--- config.mk ---
export PLATFORM = sky130hd
export DESIGN_NAME = spi_host_engine
export DESIGN_NICKNAME = d
export VERILOG_FILES = /design/src/rtl/spi_host_pkg.sv /design/src/rtl/spi_host_fifo.sv /design/src/rtl/spi_host_shifter.sv /design/src/rtl/spi_host_engine.sv
export SDC_FILE = /design/constraint.sdc
export NUM_CORES = 1
export LEC_CHECK = 0
export CAP_MARGIN = 40
export CORE_MARGIN = 1
export CORE_UTILIZATION = 55
export CTS_CLUSTER_SIZE = 16
export DETAILED_ROUTE_END_ITERATION = 6
export DONT_BUFFER_PORTS = 1
export PLACE_DENSITY = 0.79
export SYNTH_ARGS = -nofsm -noshare
export SYNTH_HDL_FRONTEND = slang
export SYNTH_SLANG_ARGS = --single-unit
--- constraint.sdc ---
create_clock -name clk -period 2.86 [get_ports clk]
set_input_delay 0.143 -clock clk [delete_from_list [all_inputs] [get_ports clk]]
set_output_delay 0.143 -clock clk [all_outputs]
set_load 0.1 [all_outputs]
--- src/rtl/spi_host_pkg.sv ---
package spi_host_pkg;
  localparam logic [7:0] OFF_CTRL = 8'h60;
  localparam logic [7:0] OFF_STAT = 8'h64;
  localparam logic [7:0] OFF_TXD  = 8'h68;
  localparam logic [7:0] OFF_RXD  = 8'h6C;
  localparam logic [7:0] OFF_SEL  = 8'h70;

  localparam int CB_LOOP  = 0;
  localparam int CB_EN    = 1;
  localparam int CB_HOST  = 2;
  localparam int CB_CPOL  = 3;
  localparam int CB_CPHA  = 4;
  localparam int CB_TXCLR = 5;
  localparam int CB_RXCLR = 6;
  localparam int CB_MSEL  = 7;
  localparam int CB_INH   = 8;
  localparam int CB_LSB   = 9;
  localparam int CTRL_W   = 10;

  // reverse the low w bits of v, zero above
  function automatic logic [31:0] rev_bits(input logic [31:0] v, input int w);
    logic [31:0] r;
    r = '0;
    for (int i = 0; i < 32; i++)
      if (i < w) r[i] = v[w-1-i];
    return r;
  endfunction

  // control bits that are stored (pulse bits excluded)
  function automatic logic [CTRL_W-1:0] ctrl_keep(input logic [CTRL_W-1:0] v);
    logic [CTRL_W-1:0] m;
    m = '1;
    m[CB_TXCLR] = 1'b0;
    m[CB_RXCLR] = 1'b0;
    return v & m;
  endfunction
endpackage

--- src/rtl/spi_host_fifo.sv ---
module spi_host_fifo #(
  parameter int W     = 8,
  parameter int DEPTH = 4
) (
  input  logic         clk,
  input  logic         rst_n,
  input  logic         clr,
  input  logic         push,
  input  logic [W-1:0] din,
  input  logic         pop,
  output logic [W-1:0] dout,
  output logic         empty,
  output logic         full
);
  localparam int AW = (DEPTH > 1) ? $clog2(DEPTH) : 1;

  logic [W-1:0] mem [DEPTH];
  logic [AW:0]  wptr, rptr;
  logic [AW:0]  count;
  logic         do_push, do_pop;

  assign count   = wptr - rptr;
  assign empty   = (count == '0);
  assign full    = (count == (AW+1)'(DEPTH));
  assign do_push = push && !full && !clr;
  assign do_pop  = pop && !empty && !clr;
  assign dout    = mem[rptr[AW-1:0]];

  always_ff @(posedge clk or negedge rst_n) begin
    if (!rst_n) begin
      wptr <= '0;
      rptr <= '0;
    end else if (clr) begin
      wptr <= '0;
      rptr <= '0;
    end else begin
      if (do_push) wptr <= wptr + 1'b1;
      if (do_pop)  rptr <= rptr + 1'b1;
    end
  end

  always_ff @(posedge clk) begin
    if (do_push) mem[wptr[AW-1:0]] <= din;
  end

  // a push into a full FIFO leaves the fill level alone
  assert_no_overflow_R3: assert property (@(posedge clk) disable iff (!rst_n)
    (push && full && !pop && !clr) |=> (count == $past(count)));

  // a pop from an empty FIFO leaves the fill level alone
  assert_no_underflow_R9: assert property (@(posedge clk) disable iff (!rst_n)
    (pop && empty && !push && !clr) |=> (count == $past(count)));

  // clear empties the FIFO on the next edge
  assert_clear_empties_R8: assert property (@(posedge clk) disable iff (!rst_n)
    clr |=> empty);
endmodule

--- src/rtl/spi_host_shifter.sv ---
module spi_host_shifter
  import spi_host_pkg::*;
#(
  parameter int W   = 8,
  parameter int DIV = 2
) (
  input  logic         clk,
  input  logic         rst_n,
  input  logic         cpol,
  input  logic         cpha,
  input  logic         lsb_first,
  input  logic         go,
  input  logic         tx_avail,
  input  logic [W-1:0] tx_word,
  output logic         tx_pop,
  input  logic         miso,
  output logic [W-1:0] rx_word,
  output logic         rx_push,
  output logic         sck,
  output logic         mosi,
  output logic         busy
);
  localparam int EW = $clog2(2*W);
  localparam int DW = (DIV > 1) ? $clog2(DIV) : 1;
  localparam logic [EW-1:0] LAST_EDGE = EW'(2*W-1);
  localparam logic [DW-1:0] LAST_DIV  = DW'(DIV-1);

  logic          busy_q, fin_q, sck_q, cpha_q, lsb_q;
  logic [DW-1:0] div_cnt;
  logic [EW-1:0] edge_cnt;
  logic [W-1:0]  tsr, rsr;
  logic          tick, lead_edge, do_sample, do_shift;

  assign tick      = busy_q && (div_cnt == LAST_DIV);
  assign lead_edge = !edge_cnt[0];
  assign do_sample = tick && (lead_edge ? !cpha_q : cpha_q);
  assign do_shift  = tick && (lead_edge ? (cpha_q && edge_cnt != '0) : !cpha_q);
  assign tx_pop    = !busy_q && !fin_q && go && tx_avail;

  always_ff @(posedge clk or negedge rst_n) begin
    if (!rst_n) begin
      busy_q   <= 1'b0;
      fin_q    <= 1'b0;
      sck_q    <= 1'b0;
      cpha_q   <= 1'b0;
      lsb_q    <= 1'b0;
      div_cnt  <= '0;
      edge_cnt <= '0;
      tsr      <= '0;
      rsr      <= '0;
    end else begin
      fin_q <= 1'b0;
      if (!busy_q) begin
        sck_q <= cpol;
        if (tx_pop) begin
          busy_q   <= 1'b1;
          cpha_q   <= cpha;
          lsb_q    <= lsb_first;
          div_cnt  <= '0;
          edge_cnt <= '0;
          tsr      <= lsb_first ? W'(rev_bits(32'(tx_word), W)) : tx_word;
        end
      end else begin
        div_cnt <= tick ? '0 : div_cnt + 1'b1;
        if (tick) begin
          sck_q    <= ~sck_q;
          edge_cnt <= edge_cnt + 1'b1;
          if (edge_cnt == LAST_EDGE) begin
            busy_q <= 1'b0;
            fin_q  <= 1'b1;
          end
        end
        if (do_sample) rsr <= {rsr[W-2:0], miso};
        if (do_shift)  tsr <= {tsr[W-2:0], 1'b0};
      end
    end
  end

  assign rx_word = lsb_q ? W'(rev_bits(32'(rsr), W)) : rsr;
  assign rx_push = fin_q;
  assign sck     = sck_q;
  assign mosi    = tsr[W-1];
  assign busy    = busy_q;

  // a word only starts when the gate is open
  assert_start_gated_R12: assert property (@(posedge clk) disable iff (!rst_n)
    $rose(busy_q) |-> $past(go));

  // while idle with a steady CPOL, SCK sits at CPOL
  assert_sck_idle_R6: assert property (@(posedge clk) disable iff (!rst_n)
    (!busy_q && $past(!busy_q) && $stable(cpol)) |-> (sck == cpol));

  // every finished word came from a shifting period
  assert_one_word_R5: assert property (@(posedge clk) disable iff (!rst_n)
    rx_push |-> ($past(busy_q) && !busy_q));
endmodule

--- src/rtl/spi_host_engine.sv ---
module spi_host_engine
  import spi_host_pkg::*;
#(
  parameter int W      = 8,
  parameter int DEPTH  = 4,
  parameter int DIV    = 2,
  parameter int NSEL   = 4,
  parameter int ADDR_W = 8
) (
  input  logic              clk,
  input  logic              rst_n,
  input  logic [ADDR_W-1:0] reg_addr,
  input  logic              reg_wr,
  input  logic              reg_rd,
  input  logic [31:0]       reg_wdata,
  output logic [31:0]       reg_rdata,
  output logic              sck,
  output logic              mosi,
  input  logic              miso,
  output logic [NSEL-1:0]   ss_n
);
  logic [CTRL_W-1:0] ctrl_q;
  logic [NSEL-1:0]   sel_q;
  logic              hit_ctrl, hit_txd, hit_rxd, hit_sel;
  logic              tx_clr, rx_clr, tx_push, rx_pop;
  logic              tx_empty, tx_full, rx_empty, rx_full;
  logic [W-1:0]      tx_head, rx_head, rx_word;
  logic              tx_pop, rx_push, go, miso_int, busy, mosi_int;
  logic [31:0]       status;

  assign hit_ctrl = (reg_addr == ADDR_W'(OFF_CTRL));
  assign hit_txd  = (reg_addr == ADDR_W'(OFF_TXD));
  assign hit_rxd  = (reg_addr == ADDR_W'(OFF_RXD));
  assign hit_sel  = (reg_addr == ADDR_W'(OFF_SEL));

  assign tx_clr  = reg_wr && hit_ctrl && reg_wdata[CB_TXCLR];
  assign rx_clr  = reg_wr && hit_ctrl && reg_wdata[CB_RXCLR];
  assign tx_push = reg_wr && hit_txd;
  assign rx_pop  = reg_rd && hit_rxd;
  assign go      = ctrl_q[CB_EN] && ctrl_q[CB_HOST] && !ctrl_q[CB_INH];

  always_ff @(posedge clk or negedge rst_n) begin
    if (!rst_n) begin
      ctrl_q <= '0;
      sel_q  <= '1;
    end else if (reg_wr) begin
      if (hit_ctrl) ctrl_q <= ctrl_keep(reg_wdata[CTRL_W-1:0]);
      if (hit_sel)  sel_q  <= reg_wdata[NSEL-1:0];
    end
  end

  spi_host_fifo #(.W(W), .DEPTH(DEPTH)) u_txq (
    .clk(clk), .rst_n(rst_n), .clr(tx_clr),
    .push(tx_push), .din(reg_wdata[W-1:0]),
    .pop(tx_pop), .dout(tx_head),
    .empty(tx_empty), .full(tx_full)
  );

  spi_host_fifo #(.W(W), .DEPTH(DEPTH)) u_rxq (
    .clk(clk), .rst_n(rst_n), .clr(rx_clr),
    .push(rx_push), .din(rx_word),
    .pop(rx_pop), .dout(rx_head),
    .empty(rx_empty), .full(rx_full)
  );

  assign miso_int = ctrl_q[CB_LOOP] ? mosi_int : miso;

  spi_host_shifter #(.W(W), .DIV(DIV)) u_shift (
    .clk(clk), .rst_n(rst_n),
    .cpol(ctrl_q[CB_CPOL]), .cpha(ctrl_q[CB_CPHA]), .lsb_first(ctrl_q[CB_LSB]),
    .go(go), .tx_avail(!tx_empty), .tx_word(tx_head), .tx_pop(tx_pop),
    .miso(miso_int), .rx_word(rx_word), .rx_push(rx_push),
    .sck(sck), .mosi(mosi_int), .busy(busy)
  );

  assign mosi = mosi_int;
  assign ss_n = sel_q;

  assign status = {27'd0, 1'b0, tx_full, tx_empty, rx_full, rx_empty};

  always_comb begin
    reg_rdata = '0;
    if (hit_ctrl) reg_rdata = 32'(ctrl_q);
    if (reg_addr == ADDR_W'(OFF_STAT)) reg_rdata = status;
    if (hit_rxd && !rx_empty) reg_rdata = 32'(rx_head);
    if (hit_sel) reg_rdata = 32'(sel_q);
  end

  wire unused_inputs = ^{reg_wdata, busy};

  // a TX reset request leaves the TX FIFO empty next cycle
  assert_tx_reset_R8: assert property (@(posedge clk) disable iff (!rst_n)
    tx_clr |=> tx_empty);

  // the pulse bits are never held in the control register
  assert_pulse_bits_R8: assert property (@(posedge clk) disable iff (!rst_n)
    $past(reg_wr && hit_ctrl) |-> (reg_rdata[CB_TXCLR] == 1'b0 || !hit_ctrl));

  // select lines follow the last select write
  assert_sel_follow_R10: assert property (@(posedge clk) disable iff (!rst_n)
    (reg_wr && hit_sel) |=> (ss_n == $past(reg_wdata[NSEL-1:0])));

  // empty RX read returns zero
  assert_rx_empty_zero_R9: assert property (@(posedge clk) disable iff (!rst_n)
    (rx_pop && rx_empty) |-> (reg_rdata == 32'd0));
endmodule

==> impl_metrics.toml <==
[global_routing]
grt_overflow = 0
grt_pass1_wl_mm = 17.5
grt_use_met3_pct = 7.00
grt_pass1_vias = 3392
use_met2_pct = 43.0
grt_most_used_layer = "met2"
met1_usage_pct = 27.5
antenna_found_initial = 0
grt.total_usage_pct = 24.3
grt_max_degree = 51

[cts]
numCtsBuffers = 17
cts_tree = "built"
cts.path.max_buffers = 2
clk-insertion-delay-late_ns = 0.52
clk_pin_slew_ns = 0.06
clockRootBuffer = "clkbuf_8"
htreeDepth = 4
clock_sink_count = 114

[placement]
dp_hpwl_mm = 7.33
gp_congestion = 0.847
port-buffer-count = 0
dpl.cell_count = 519
place_ws_ns = 0.417

[yosys]
ys_warn_count = 0
synth_xor_xnor_area_share_pct = 1.96
synth-seq-cells = 114
syn_inst = 383
synth_area_leaders = "edfxtp_1 36%, dfrtp_1 21%, mux4_2 6.7%"
synth_ff_type = "edfxtp_1"
synthesis.area_um2 = 5370
synthArstFlopShare_pct = 43.9
yosys.area_share.simple_pct = 8.72
synth_mux_area_share_pct = 15.2
avgSynthCellArea_um2 = 14.0
synth_fa_ha_area_share_pct = 3.73
synth-seq-area-share_pct = 59.2
synth_top_family_by_area = "multiplexers"
synth_area_leader_cell = "edfxtp_1"
synth-edff-count = 64
synth_top_area_share_pct = 35.8
synth_compound_area_share_pct = 5.27
synthDistinctLibCells = 49

[critical_path]
rrSetupSlack_ns = 0.67
slowest_delay_ns = 0.40
critical-path-top-delay-family = "compound AO/OA/AOI/OAI gates"
arrival_ns = 2.62
cp-start-kind = "flop"
reg2reg_depth = 6
r2r_end = "u_rxq.mem[0][1]"
cp_slowest_cell = "dfrtp_2"
path_class = "flop to output pin"
path_cells = "inv_2 > ha_1 > nor2b_2 > xnor2_1 > a311o_2 > buf_6 > o22ai_1 > o22a_1 > buf_12"
regToRegStartpoint = "u_rxq.wptr[0]"
cp-end-kind = "output pin"
path_max_fanout = 11
critical_path_required_ns = 2.72
path_buf_inv = 3

[floorplan]
ioPinCount = 83
die_area_um2 = 10200
die_w_um = 101
die_y_um = 101
rows = 35
start_util_pct = 57.5
fp.coreArea_um2 = 9330

[timing]
setup_slack_ns = 0.0936
fin_crit_sh_pct = 96.7
clock.fmax_ghz = 0.361
maxSlewViolCount = 0
max_slew_margin_pct = 55.6
hold_viol = 3
setup_viol = 0
clock_skew_ns = 0.00764
period_minus_slack_ns = 2.77
hold-worst-slack_ns = -0.00724
rsz0062_at_grt = "false"
fin_setup_tns_ns = 0
tightestPinTransition_ns = 0.664

[status]
violations = "DRC, hold timing"
status = "finished with violations"

[layout]
layoutNonFillerInstCount = 570
layout.cells.most_common = "edfxtp_1"
drive_gt1_share_pct = 25.4
area.growth.synth_to_final_pct = 20.5
diodes = 0
layout.nets = 489
final_cell_mix = "64 x edfxtp_1, 45 x dfrtp_1, 29 x mux2_2, 26 x inv_1, 22 x conb_1"

[route]
wirelength_mm = 11.3
ant_nets = 0
vias_per_cell = 5.67
wl_per_cell_um = 19.8
drtIter0Drc = 149
drc = 4
dr.pass1.iters = 7
vias = 3233

[power_and_ir_drop]
power.leakage_nw = 2.70
swShare_pct = 24.4
p_clk_share_pct = 49.4
p_int_mw = 3.44
ir_worst_vdd_v = 0.000615
switchingPower_mw = 1.11
power.density_nw_per_um2 = 704
power_frac_comb_pct = 9.8
pwr-share-seq_pct = 40.7

[worst_hold_path]
holdPathEnd = "ss_n[0]"
hp-start = "reg_addr[4]"
worstHoldPathType = "input port to flop"
min_path_cells = 2

[flow_run]
drv_cap = 0
[per-stage QoR]
step / hold slack (ns) / total power [mW] / instance area, um^2 / utilization (%)
5_1_grt: 0.00568 / 4.67 / 6470 / 69.3
6_report: -0.00724 / 4.55 / 6470 / 69.3
3_5_place_dp: -0.151 / 2.27 / 5590 / 59.9
2_1_floorplan: -0.153 / 2.22 / 5450 / -
4_1_cts: 0.00344 / 4.55 / 6430 / 68.9
3_3_place_gp: -0.150 / 2.25 / 5590 / 59.9
[synth_stat cells, types with 2 or more instances]
cell,instances
o211ai_1,3
nand4b_1,2
dfrtp_1,46
nand3_1,7
o22a_1,3
mux2i_1,13
mux2_2,29
nor4b_1,2
xnor2_1,8
xor2_1,4
dfstp_2,4
ha_1,16
nor2b_1,4
inv_1,27
and2_1,6
mux4_2,16
and3_1,8
o31ai_1,2
o2bb2ai_1,2
nor4_1,4
nor3_1,3
o21a_1,3
buf_4,22
edfxtp_1,64
nor2_1,18
o21ai_0,7
o22ai_1,3
or4_1,2
nand2_1,17
clkbuf_1,8
and2b_2,3
a222oi_1,7
a21oi_1,4
[layer usage]
| metal | wire length, um | vias up | part of all wire (%) |
|---|---|---|---|
| li1 | - | 1474 | - |
| met1 | 4520 | 1649 | 40 |
| met2 | 5970 | 92 | 53 |
| met3 | 548 | 18 | 4.9 |
| met4 | 228 | 0 | 2.0 |
| met5 | 0 | - | 0 |
[worst register-to-register path, delay by kind of cell, from the launching register on]
kind / cells / cell delay, ns
buffers and inverters: 1 / 0.07
flip-flops: 1 / 0.40
adder cells (fa/ha/maj): 1 / 0.20
AND/OR/NAND/NOR: 2 / 0.65
XOR/XNOR: 1 / 0.24
AO/OA/AOI/OAI: 1 / 0.28
[power groups by stage]
stage	logic [mW]	registers (mW)	clock network [mW]
after global placement	0.374	1.88	0
after CTS	0.445	1.85	2.25
after floorplan	0.342	1.88	0
after global routing	0.484	1.86	2.33
after detailed placement	0.389	1.88	0
final	0.448	1.85	2.25
[area by class of cell]
type | instances | area [um^2]
inverters | 27 | 101
multi-input cells | 231 | 1990
well taps | 129 | 161
clock inverters | 5 | 80.1
flip-flops and latches | 114 | 3180
repair buffers | 37 | 392
clock buffers | 27 | 566
fillers | 628 | 2860
[sequential cells by signal, summed over array words and instances, names as in the netlist]
signal and cells:
u_rxq.rptr 3, ss_n 4, u_shift.tsr 8, u_txq.wptr 3, u_txq.rptr 3, u_txq.mem 32
u_shift.lsb_q 1, u_rxq.wptr 3, u_rxq.mem 32, u_shift.sck 1, u_shift.rx_push 1, u_shift.div_cnt 1
u_shift.edge_cnt 4, u_shift.rsr 8, u_shift.busy 1, u_shift.cpha_q 1, ctrl_q 8
[kinds of logic after synthesis]
| kind of cell | Yosys count |
|---|---|
| flip-flops | 114 |
| AND/OR/NAND/NOR | 85 |
| buffers and inverters | 59 |
| multiplexers | 58 |
| AO/OA/AOI/OAI | 38 |
| adder cells (fa/ha/maj) | 16 |
| XOR/XNOR | 12 |
| other | 1 |
[worst max path at each step]
stage / slack [ns] / cells past startpoint / from / to
global placement: 0.47 / 8 / u_rxq.wptr[0] / reg_rdata[3]
detailed placement: 0.42 / 8 / u_rxq.wptr[0] / reg_rdata[3]
finish: 0.09 / 9 / u_rxq.wptr[0] / reg_rdata[2]
floorplan: -0.34 / 8 / u_rxq.rptr[1] / reg_rdata[4]
CTS: 0.02 / 9 / u_rxq.wptr[0] / reg_rdata[0]
global route: 0.007 / 7 / u_txq.wptr[1] / reg_rdata[3]
[what timing repair did]
action / in CTS / in global routing
pin swaps: 1 / 1
hold endpoints to repair: 104 / 0
buffers inserted: 1 / 1
hold buffers: 17 / 0
gates resized for setup: 0 / 7
setup endpoints to repair: 2 / 6
cloned: 0 / 0
No activity file was read; power rests on OpenSTA's default activity.
